<file path="config.mk">
export PLATFORM = sky130hd
export DESIGN_NAME = regfile_2r1w_fwd
export DESIGN_NICKNAME = d
export VERILOG_FILES = /design/src/rtl/rf_pkg.sv /design/src/rtl/rf_wdecode.sv /design/src/rtl/rf_array.sv /design/src/rtl/rf_read_port.sv /design/src/rtl/regfile_2r1w_fwd.sv
export SDC_FILE = /design/constraint.sdc
export NUM_CORES = 2
export LEC_CHECK = 0
export BUFFER_PORTS_ARGS = -buffer_cell sky130_fd_sc_hd__buf_2
export CAP_MARGIN = 20
export CORE_UTILIZATION = 50
export CTS_BUF_LIST = sky130_fd_sc_hd__clkbuf_8
export CTS_CLUSTER_DIAMETER = 100
export DETAILED_ROUTE_END_ITERATION = 8
export GPL_TIMING_DRIVEN = 0
export PLACE_DENSITY = 0.66
export SLEW_MARGIN = 20
export SYNTH_ARGS = -nofsm -noshare
export SYNTH_HDL_FRONTEND = slang
export SYNTH_SLANG_ARGS = --single-unit
</file>
<file path="constraint.sdc">
create_clock -name clk -period 3.91 [get_ports clk]
set_input_delay 1.173 -clock clk [delete_from_list [all_inputs] [get_ports clk]]
set_output_delay 1.173 -clock clk [all_outputs]
set_load 0.01 [all_outputs]
</file>
<file path="src/rtl/rf_pkg.sv">
package rf_pkg;

  // Where a read port takes its next output value from
  typedef enum logic [1:0] {
    SRC_ARRAY  = 2'd0,
    SRC_WRITE  = 2'd1,
    SRC_STAGED = 2'd2,
    SRC_CACHE  = 2'd3
  } rd_src_e;

endpackage

</file>
<file path="src/rtl/rf_wdecode.sv">
module rf_wdecode #(
  parameter int DEPTH = 32,
  parameter int DW    = 32,
  parameter int AW    = 5
) (
  input  logic             clk,
  input  logic             rst,
  input  logic             wr_en,
  input  logic [AW-1:0]    wr_addr,
  input  logic [DW-1:0]    wr_data,
  output logic [DEPTH-1:0] sel_q,
  output logic             en_q,
  output logic [AW-1:0]    addr_q,
  output logic [DW-1:0]    data_q
);

  logic [DEPTH-1:0] sel_d;

  // full decode; the result is captured before it reaches the rows
  always_comb begin
    for (int r = 0; r < DEPTH; r++) begin
      sel_d[r] = wr_en && (wr_addr == AW'(r));
    end
  end

  always_ff @(posedge clk) begin
    if (rst) begin
      sel_q  <= '0;
      en_q   <= 1'b0;
      addr_q <= '0;
      data_q <= '0;
    end else begin
      sel_q  <= sel_d;
      en_q   <= wr_en;
      addr_q <= wr_addr;
      data_q <= wr_data;
    end
  end

endmodule

</file>
<file path="src/rtl/rf_array.sv">
module rf_array #(
  parameter int DEPTH = 32,
  parameter int DW    = 32,
  parameter int AW    = 5,
  parameter int NRD   = 2
) (
  input  logic                    clk,
  input  logic                    rst,
  input  logic [DEPTH-1:0]        sel,
  input  logic [DW-1:0]           wdata,
  input  logic [NRD-1:0][AW-1:0]  raddr,
  output logic [NRD-1:0][DW-1:0]  rdata
);

  localparam logic [AW:0] DEPTH_W = DEPTH[AW:0];

  logic [DW-1:0] mem [DEPTH];

  always_ff @(posedge clk) begin
    if (rst) begin
      for (int r = 0; r < DEPTH; r++) mem[r] <= '0;
    end else begin
      for (int r = 0; r < DEPTH; r++) begin
        if (sel[r]) mem[r] <= wdata;
      end
    end
  end

  // asynchronous read, one mux per read port
  for (genvar p = 0; p < NRD; p++) begin : g_rd
    assign rdata[p] = ({1'b0, raddr[p]} < DEPTH_W) ? mem[raddr[p]] : '0;
  end

endmodule

</file>
<file path="src/rtl/rf_read_port.sv">
module rf_read_port
  import rf_pkg::*;
#(
  parameter int DW = 32,
  parameter int AW = 5
) (
  input  logic          clk,
  input  logic          rst,
  input  logic [AW-1:0] raddr,
  input  logic          wr_en,
  input  logic [AW-1:0] wr_addr,
  input  logic [DW-1:0] wr_data,
  input  logic          stg_en,
  input  logic [AW-1:0] stg_addr,
  input  logic [DW-1:0] stg_data,
  input  logic [DW-1:0] arr_data,
  output logic [DW-1:0] rdata,
  output logic          arr_rd
);

  rd_src_e       src;
  logic [DW-1:0] next_data;
  logic [AW-1:0] tag_q;
  logic          valid_q;
  logic [DW-1:0] rdata_q;
  logic          arr_rd_q;

  // priority: same-cycle write, staged write, repeated address, array
  always_comb begin
    if (wr_en && (wr_addr == raddr))          src = SRC_WRITE;
    else if (stg_en && (stg_addr == raddr))   src = SRC_STAGED;
    else if (valid_q && (tag_q == raddr))     src = SRC_CACHE;
    else                                      src = SRC_ARRAY;
  end

  always_comb begin
    unique case (src)
      SRC_WRITE:  next_data = wr_data;
      SRC_STAGED: next_data = stg_data;
      SRC_CACHE:  next_data = rdata_q;
      default:    next_data = arr_data;
    endcase
  end

  always_ff @(posedge clk) begin
    if (rst) begin
      valid_q  <= 1'b0;
      tag_q    <= '0;
      rdata_q  <= '0;
      arr_rd_q <= 1'b0;
    end else begin
      valid_q  <= 1'b1;
      tag_q    <= raddr;
      rdata_q  <= next_data;
      arr_rd_q <= (src == SRC_ARRAY);
    end
  end

  assign rdata  = rdata_q;
  assign arr_rd = arr_rd_q;

endmodule

</file>
<file path="src/rtl/regfile_2r1w_fwd.sv">
module regfile_2r1w_fwd #(
  parameter int   DEPTH = 32,
  parameter int   DW    = 32,
  localparam int  AW    = (DEPTH > 1) ? $clog2(DEPTH) : 1
) (
  input  logic          clk,
  input  logic          rst,
  input  logic          wr_en,
  input  logic [AW-1:0] wr_addr,
  input  logic [DW-1:0] wr_data,
  input  logic [AW-1:0] rd_addr_a,
  input  logic [AW-1:0] rd_addr_b,
  output logic [DW-1:0] rd_data_a,
  output logic [DW-1:0] rd_data_b,
  output logic          arr_rd_a,
  output logic          arr_rd_b
);

  localparam int NRD = 2;

  logic [DEPTH-1:0]       wsel_q;
  logic                   stg_en;
  logic [AW-1:0]          stg_addr;
  logic [DW-1:0]          stg_data;
  logic [NRD-1:0][AW-1:0] raddr;
  logic [NRD-1:0][DW-1:0] arr_data;
  logic [NRD-1:0][DW-1:0] rdata;
  logic [NRD-1:0]         arr_rd;

  assign raddr[0] = rd_addr_a;
  assign raddr[1] = rd_addr_b;

  rf_wdecode #(.DEPTH(DEPTH), .DW(DW), .AW(AW)) u_wdec (
    .clk     (clk),
    .rst     (rst),
    .wr_en   (wr_en),
    .wr_addr (wr_addr),
    .wr_data (wr_data),
    .sel_q   (wsel_q),
    .en_q    (stg_en),
    .addr_q  (stg_addr),
    .data_q  (stg_data)
  );

  rf_array #(.DEPTH(DEPTH), .DW(DW), .AW(AW), .NRD(NRD)) u_array (
    .clk   (clk),
    .rst   (rst),
    .sel   (wsel_q),
    .wdata (stg_data),
    .raddr (raddr),
    .rdata (arr_data)
  );

  for (genvar p = 0; p < NRD; p++) begin : g_port
    rf_read_port #(.DW(DW), .AW(AW)) u_port (
      .clk      (clk),
      .rst      (rst),
      .raddr    (raddr[p]),
      .wr_en    (wr_en),
      .wr_addr  (wr_addr),
      .wr_data  (wr_data),
      .stg_en   (stg_en),
      .stg_addr (stg_addr),
      .stg_data (stg_data),
      .arr_data (arr_data[p]),
      .rdata    (rdata[p]),
      .arr_rd   (arr_rd[p])
    );
  end

  assign rd_data_a = rdata[0];
  assign rd_data_b = rdata[1];
  assign arr_rd_a  = arr_rd[0];
  assign arr_rd_b  = arr_rd[1];

endmodule

</file>
==> tab_implementation.tex <==
\begin{tabular}{lr}
\hline
Metric & Value \\
\hline
\multicolumn{2}{l}{\textbf{Placed design}} \\
\quad Placer's final routability congestion estimate & just under 1 \\
\quad IO Port Bufs & between 100 and 150 \\
\quad Estimated wirelength of the detail-placed design & between 150000 and 200000 µm \\
\quad Total placed instance area & between 60000 and 70000 µm² \\
\quad Placed cell count & between 5000 and 6000 \\
\quad Worst slack, placed & -1.34 ns \\
\multicolumn{2}{l}{\textbf{Timing}} \\
\quad Final min period & between 4 and 5 ns \\
\quad Period utilization & 1.03 \\
\quad Actual slew at the worst max-slew pin & 1.25 ns \\
\quad Final-layout worst hold slack & 0.486 ns \\
\quad Unrepaired setup endpoints after global routing & no \\
\quad Normalized max-slew margin & 0.169 \\
\quad Setup-violating endpoint count in the final report & 13 \\
\quad Clock skew after layout & 0.0418 ns \\
\quad Highest clock rate & 249 MHz \\
\quad Setup tns final & -0.630 ns \\
\quad Final-report max-slew violation count & 0 \\
\quad Final hold violations & 0 \\
\quad Final worst-path setup slack & -0.112 ns \\
\multicolumn{2}{l}{\textbf{Yosys}} \\
\quad Area share of the leading cell type in the synthesized netlist & 0.536 \\
\quad Async S/R FF share, synth & 0 \\
\quad Area share of fa/ha/maj cells after synthesis & 0 \\
\quad Area share of xor/xnor cells in the synthesized design & 0.00458 \\
\quad Post-synthesis simple-gate area fraction & 0.105 \\
\quad Sequential-to-total area share from yosys stat & 0.587 \\
\quad Cell type contributing the most total cell area after synthesis & sky130\_fd\_sc\_hd\_\_edfxtp\_1 \\
\quad Main combinational cell family by area after synthesis & multiplexers \\
\quad Avg Synthesized Cell Area & 15.2 µm² \\
\quad Post-synthesis sequential element count & roughly 1200 \\
\quad Cell count after synthesis & about 3800 \\
\quad Net count of the mapped netlist & 3814 \\
\quad Synth top area cells & sky130\_fd\_sc\_hd\_\_edfxtp\_1, sky130\_fd\_sc\_hd\_\_mux4\_2, sky130\_fd\_sc\_hd\_\_and2\_1 \\
\quad Multiplexer area fraction after synthesis & 0.218 \\
\quad Dominant register cell in the synthesized netlist & sky130\_fd\_sc\_hd\_\_edfxtp\_1 \\
\quad Share of the synthesized area in compound gates (AO/OA/AOI/OAI) & 0.0567 \\
\quad Number of enable flip-flop cells after synthesis & around 1000 \\
\quad Synth cell types & 48 \\
\quad Post-synthesis instance area & 57400 µm² \\
\quad Ys Warns & 0 \\
\multicolumn{2}{l}{\textbf{Route}} \\
\quad Total wire length & approximately 210000 µm \\
\quad Average wire length per cell after detail routing & $\sim$37 µm \\
\quad Vias after detailed routing & just under 40000 \\
\quad DRC Markers & 0 \\
\quad Number of nets with antenna violations after detailed routing & 0 \\
\quad Number of iterations in the first detailed-routing pass & 8 \\
\quad Initial DRC count & between 6000 and 7000 \\
\quad Via-to-Cell Ratio & 6.81 \\
\multicolumn{2}{l}{\textbf{Worst setup path}} \\
\quad Worst R2R Path Depth & 10 \\
\quad Buf+Inv Stages, Crit Path & 5 \\
\quad Nature of the critical path endpoint & flip-flop \\
\quad Number of cells on the critical path & 9 \\
\quad Most common cell on crit path & sky130\_fd\_sc\_hd\_\_buf\_2 \\
\quad Max Fanout on Critical Path & 10 \\
\quad Slowest cell delay on critical path & 0.81 ns \\
\quad CP required & around 4.7 ns \\
\quad Cell family contributing the most delay on the critical path & buffers and inverters \\
\quad Critical path's slowest cell & sky130\_fd\_sc\_hd\_\_clkbuf\_1 \\
\quad Cell-by-cell listing of the critical path & buf\_4 > buf\_2 > buf\_2 > clkbuf\_1 > buf\_2 > a211oi\_1 > a211oi\_1 > nand3\_1 > a21oi\_1 \\
\quad Setup Crit Path Kind & in -> reg \\
\quad Critical path launch point type & input pin \\
\quad Arrival time of data at the critical path endpoint & about 4.9 ns \\
\multicolumn{2}{l}{\textbf{Global route}} \\
\quad Pin count of the biggest net entering global routing & 33 \\
\quad Overflow left after global routing & 0 \\
\quad Via count of the first global-routing pass & roughly 37000 \\
\quad Number of antenna violations at the first check in global routing & 10 \\
\quad Total track usage & 0.366 \\
\quad Wire length of the first global-routing pass & 291000 µm \\
\multicolumn{2}{l}{\textbf{Layout}} \\
\quad Highest-count cells in the layout ignoring fill and taps & sky130\_fd\_sc\_hd\_\_edfxtp\_1, sky130\_fd\_sc\_hd\_\_and2\_1, sky130\_fd\_sc\_hd\_\_mux4\_2 \\
\quad Fraction of layout cells with a size suffix above 1 & 0.264 \\
\quad Final net count & between 4000 and 5000 \\
\quad Number of cells in the finished layout apart from fillers & between 5000 and 6000 \\
\quad Most common cell after layout, fill and taps aside & sky130\_fd\_sc\_hd\_\_edfxtp\_1 \\
\quad Area growth, synth to finish & 11.4\% \\
\quad Post-route cell area & approximately 64000 µm² \\
\multicolumn{2}{l}{\textbf{Status}} \\
\quad Outcome & finished with violations \\
\quad Violated checks & negative setup slack \\
\multicolumn{2}{l}{\textbf{Pwr}} \\
\quad Total power divided by cell area & about 440 nW/µm² \\
\quad Relative contribution of the clock network to total power & 0.379 \\
\quad Leakage & approximately 23 nW \\
\quad Part of the total power dissipated in combinational logic & 0.114 \\
\quad Internal Dissipation & just over 0.02 W \\
\quad Switching fraction of total power & 0.270 \\
\quad P\_sw & about 0.0077 W \\
\quad Worst IR Drop VDD & 374 µV \\
\quad Part of the power in registers & 0.507 \\
\multicolumn{2}{l}{\textbf{Clocking}} \\
\quad Deepest level of the CTS H-tree & 4 \\
\quad CTS Sinks & approximately 1200 \\
\quad Post-CTS Setup Inserts & 0 \\
\quad Number of buffers inserted during clock tree synthesis & 190 \\
\quad TritonCTS clock tree & done \\
\quad Clock root buffer & sky130\_fd\_sc\_hd\_\_clkbuf\_8 \\
\quad Hold Buf Count CTS & 0 \\
\quad Post-cts resize count & 6 \\
\quad Clk pin slew, worst setup/hold paths & roughly 0.070 ns \\
\quad Number of buffers on the longest clock path & 3 \\
\quad Latest clock arrival within the worst-skew pair & just over 0.9 ns \\
\multicolumn{2}{l}{\textbf{Flow run}} \\
\quad Max capacitance violation total & 0 \\
\multicolumn{2}{l}{\textbf{Worst hold path}} \\
\quad Class of the tightest hold or removal check & reg -> reg \\
\quad Worst Hold Depth & 2 \\
\multicolumn{2}{l}{\textbf{Floorplanning}} \\
\quad Floorplan row count & around 120 \\
\quad DIE AREA & about 120000 µm² \\
\quad DIE WIDTH & around 340 µm \\
\quad Initial Util & 0.507 \\
\quad Die Y & around 340 µm \\
\quad Area of the core & 113000 µm² \\
\quad IO Pins & approximately 120 \\
\hline
\end{tabular}
-- worst min-delay path, cell delays in order (launching register included) --
cell                      delay (ns)
sky130_fd_sc_hd__dfxtp_1        0.31
sky130_fd_sc_hd__nor2_1         0.09
sky130_fd_sc_hd__a21oi_1        0.04
-- cell type report --
class                   count  area (µm²)
flip-flops and latches   1171       33700
plain buffers             354        1650
well taps                1500        1880
inverters                   3        11.3
clock inverters           142         805
repair buffers            117         641
clock buffers             214        2950
fillers                  9064       49200
multi-input cells        2236       22300
diodes                      8        20.0
-- state kept, by name, summed over array words and instances (netlist names) --
| signal | cells |
|---|---|
| u_array.mem | 1024 |
| g_port.u_port.rdata | 64 |
| u_wdec.data_q | 32 |
| u_wdec.sel_q | 32 |
| g_port.u_port.tag_q | 10 |
| u_wdec.addr_q | 5 |
| g_port.u_port.arr_rd | 2 |
| g_port.u_port.valid_q | 1 |
| u_wdec.en_q | 1 |
-- per-layer routing --
layer	vias up	wire length (µm)	global-route usage
met4	4	17200	0.255
met3	648	26500	0.0927
met5	-	17	0
li1	15400	-	-
met2	3103	92500	0.530
met1	19900	77600	0.487
-- power by group through the flow --
stage | Combinational [W] | Clock, W | Sequential [W]
after floorplan | 0.00176 | 0 | 0.0146
after global placement | 0.00307 | 0 | 0.0146
after detailed placement | 0.00314 | 0 | 0.0146
after CTS | 0.00315 | 0.0107 | 0.0144
after global routing | 0.00328 | 0.0112 | 0.0144
final | 0.00325 | 0.0108 | 0.0144
-- final timing paths --
| check | startpoint | endpoint | slack, ns |
|---|---|---|---|
| worst max-delay path | rd_addr_b[0] | g_port[1].u_port.rdata[5] | -0.11 |
| worst min-delay path | g_port[1].u_port.rdata[23] | g_port[1].u_port.rdata[23] | 0.49 |
| worst max register to register | u_wdec.addr_q[3] | g_port[0].u_port.rdata[8] | 0.46 |
| worst min register to register | g_port[1].u_port.rdata[23] | g_port[1].u_port.rdata[23] | 0.49 |
-- cell usage after synthesis (all sizes together) (20+ instances only) --
cell type,number
edfxtp,1024
and2,582
mux4,432
clkbuf,202
mux2i,171
buf,152
dfxtp,147
nor2b,144
nand2,130
nor2,117
a211oi,109
mux2,95
o22ai,85
a21oi,57
a2111oi,54
or2,37
o21ai,33
o221a,32
nand3,29
a311o,23
xor2,20
-- kinds of logic (layout without fill, tap and decap cells) --
logic type,Yosys count,in the layout
DFF,1171,1171
and+or+nand+nor,1068,1068
muxes,698,698
AOI/OAI and AO/OA,440,440
buffers and inverters,357,830
xor gates and xnor gates,30,30
other,0,8
-- per-stage QoR --
stage	util	power (W)
finish	0.565	0.0284
global placement	0.529	0.0177
detailed placement	0.531	0.0178
global route	0.565	0.0289
CTS	0.564	0.0282
floorplan	-	0.0163
No activity file was read; power rests on OpenSTA's default activity.
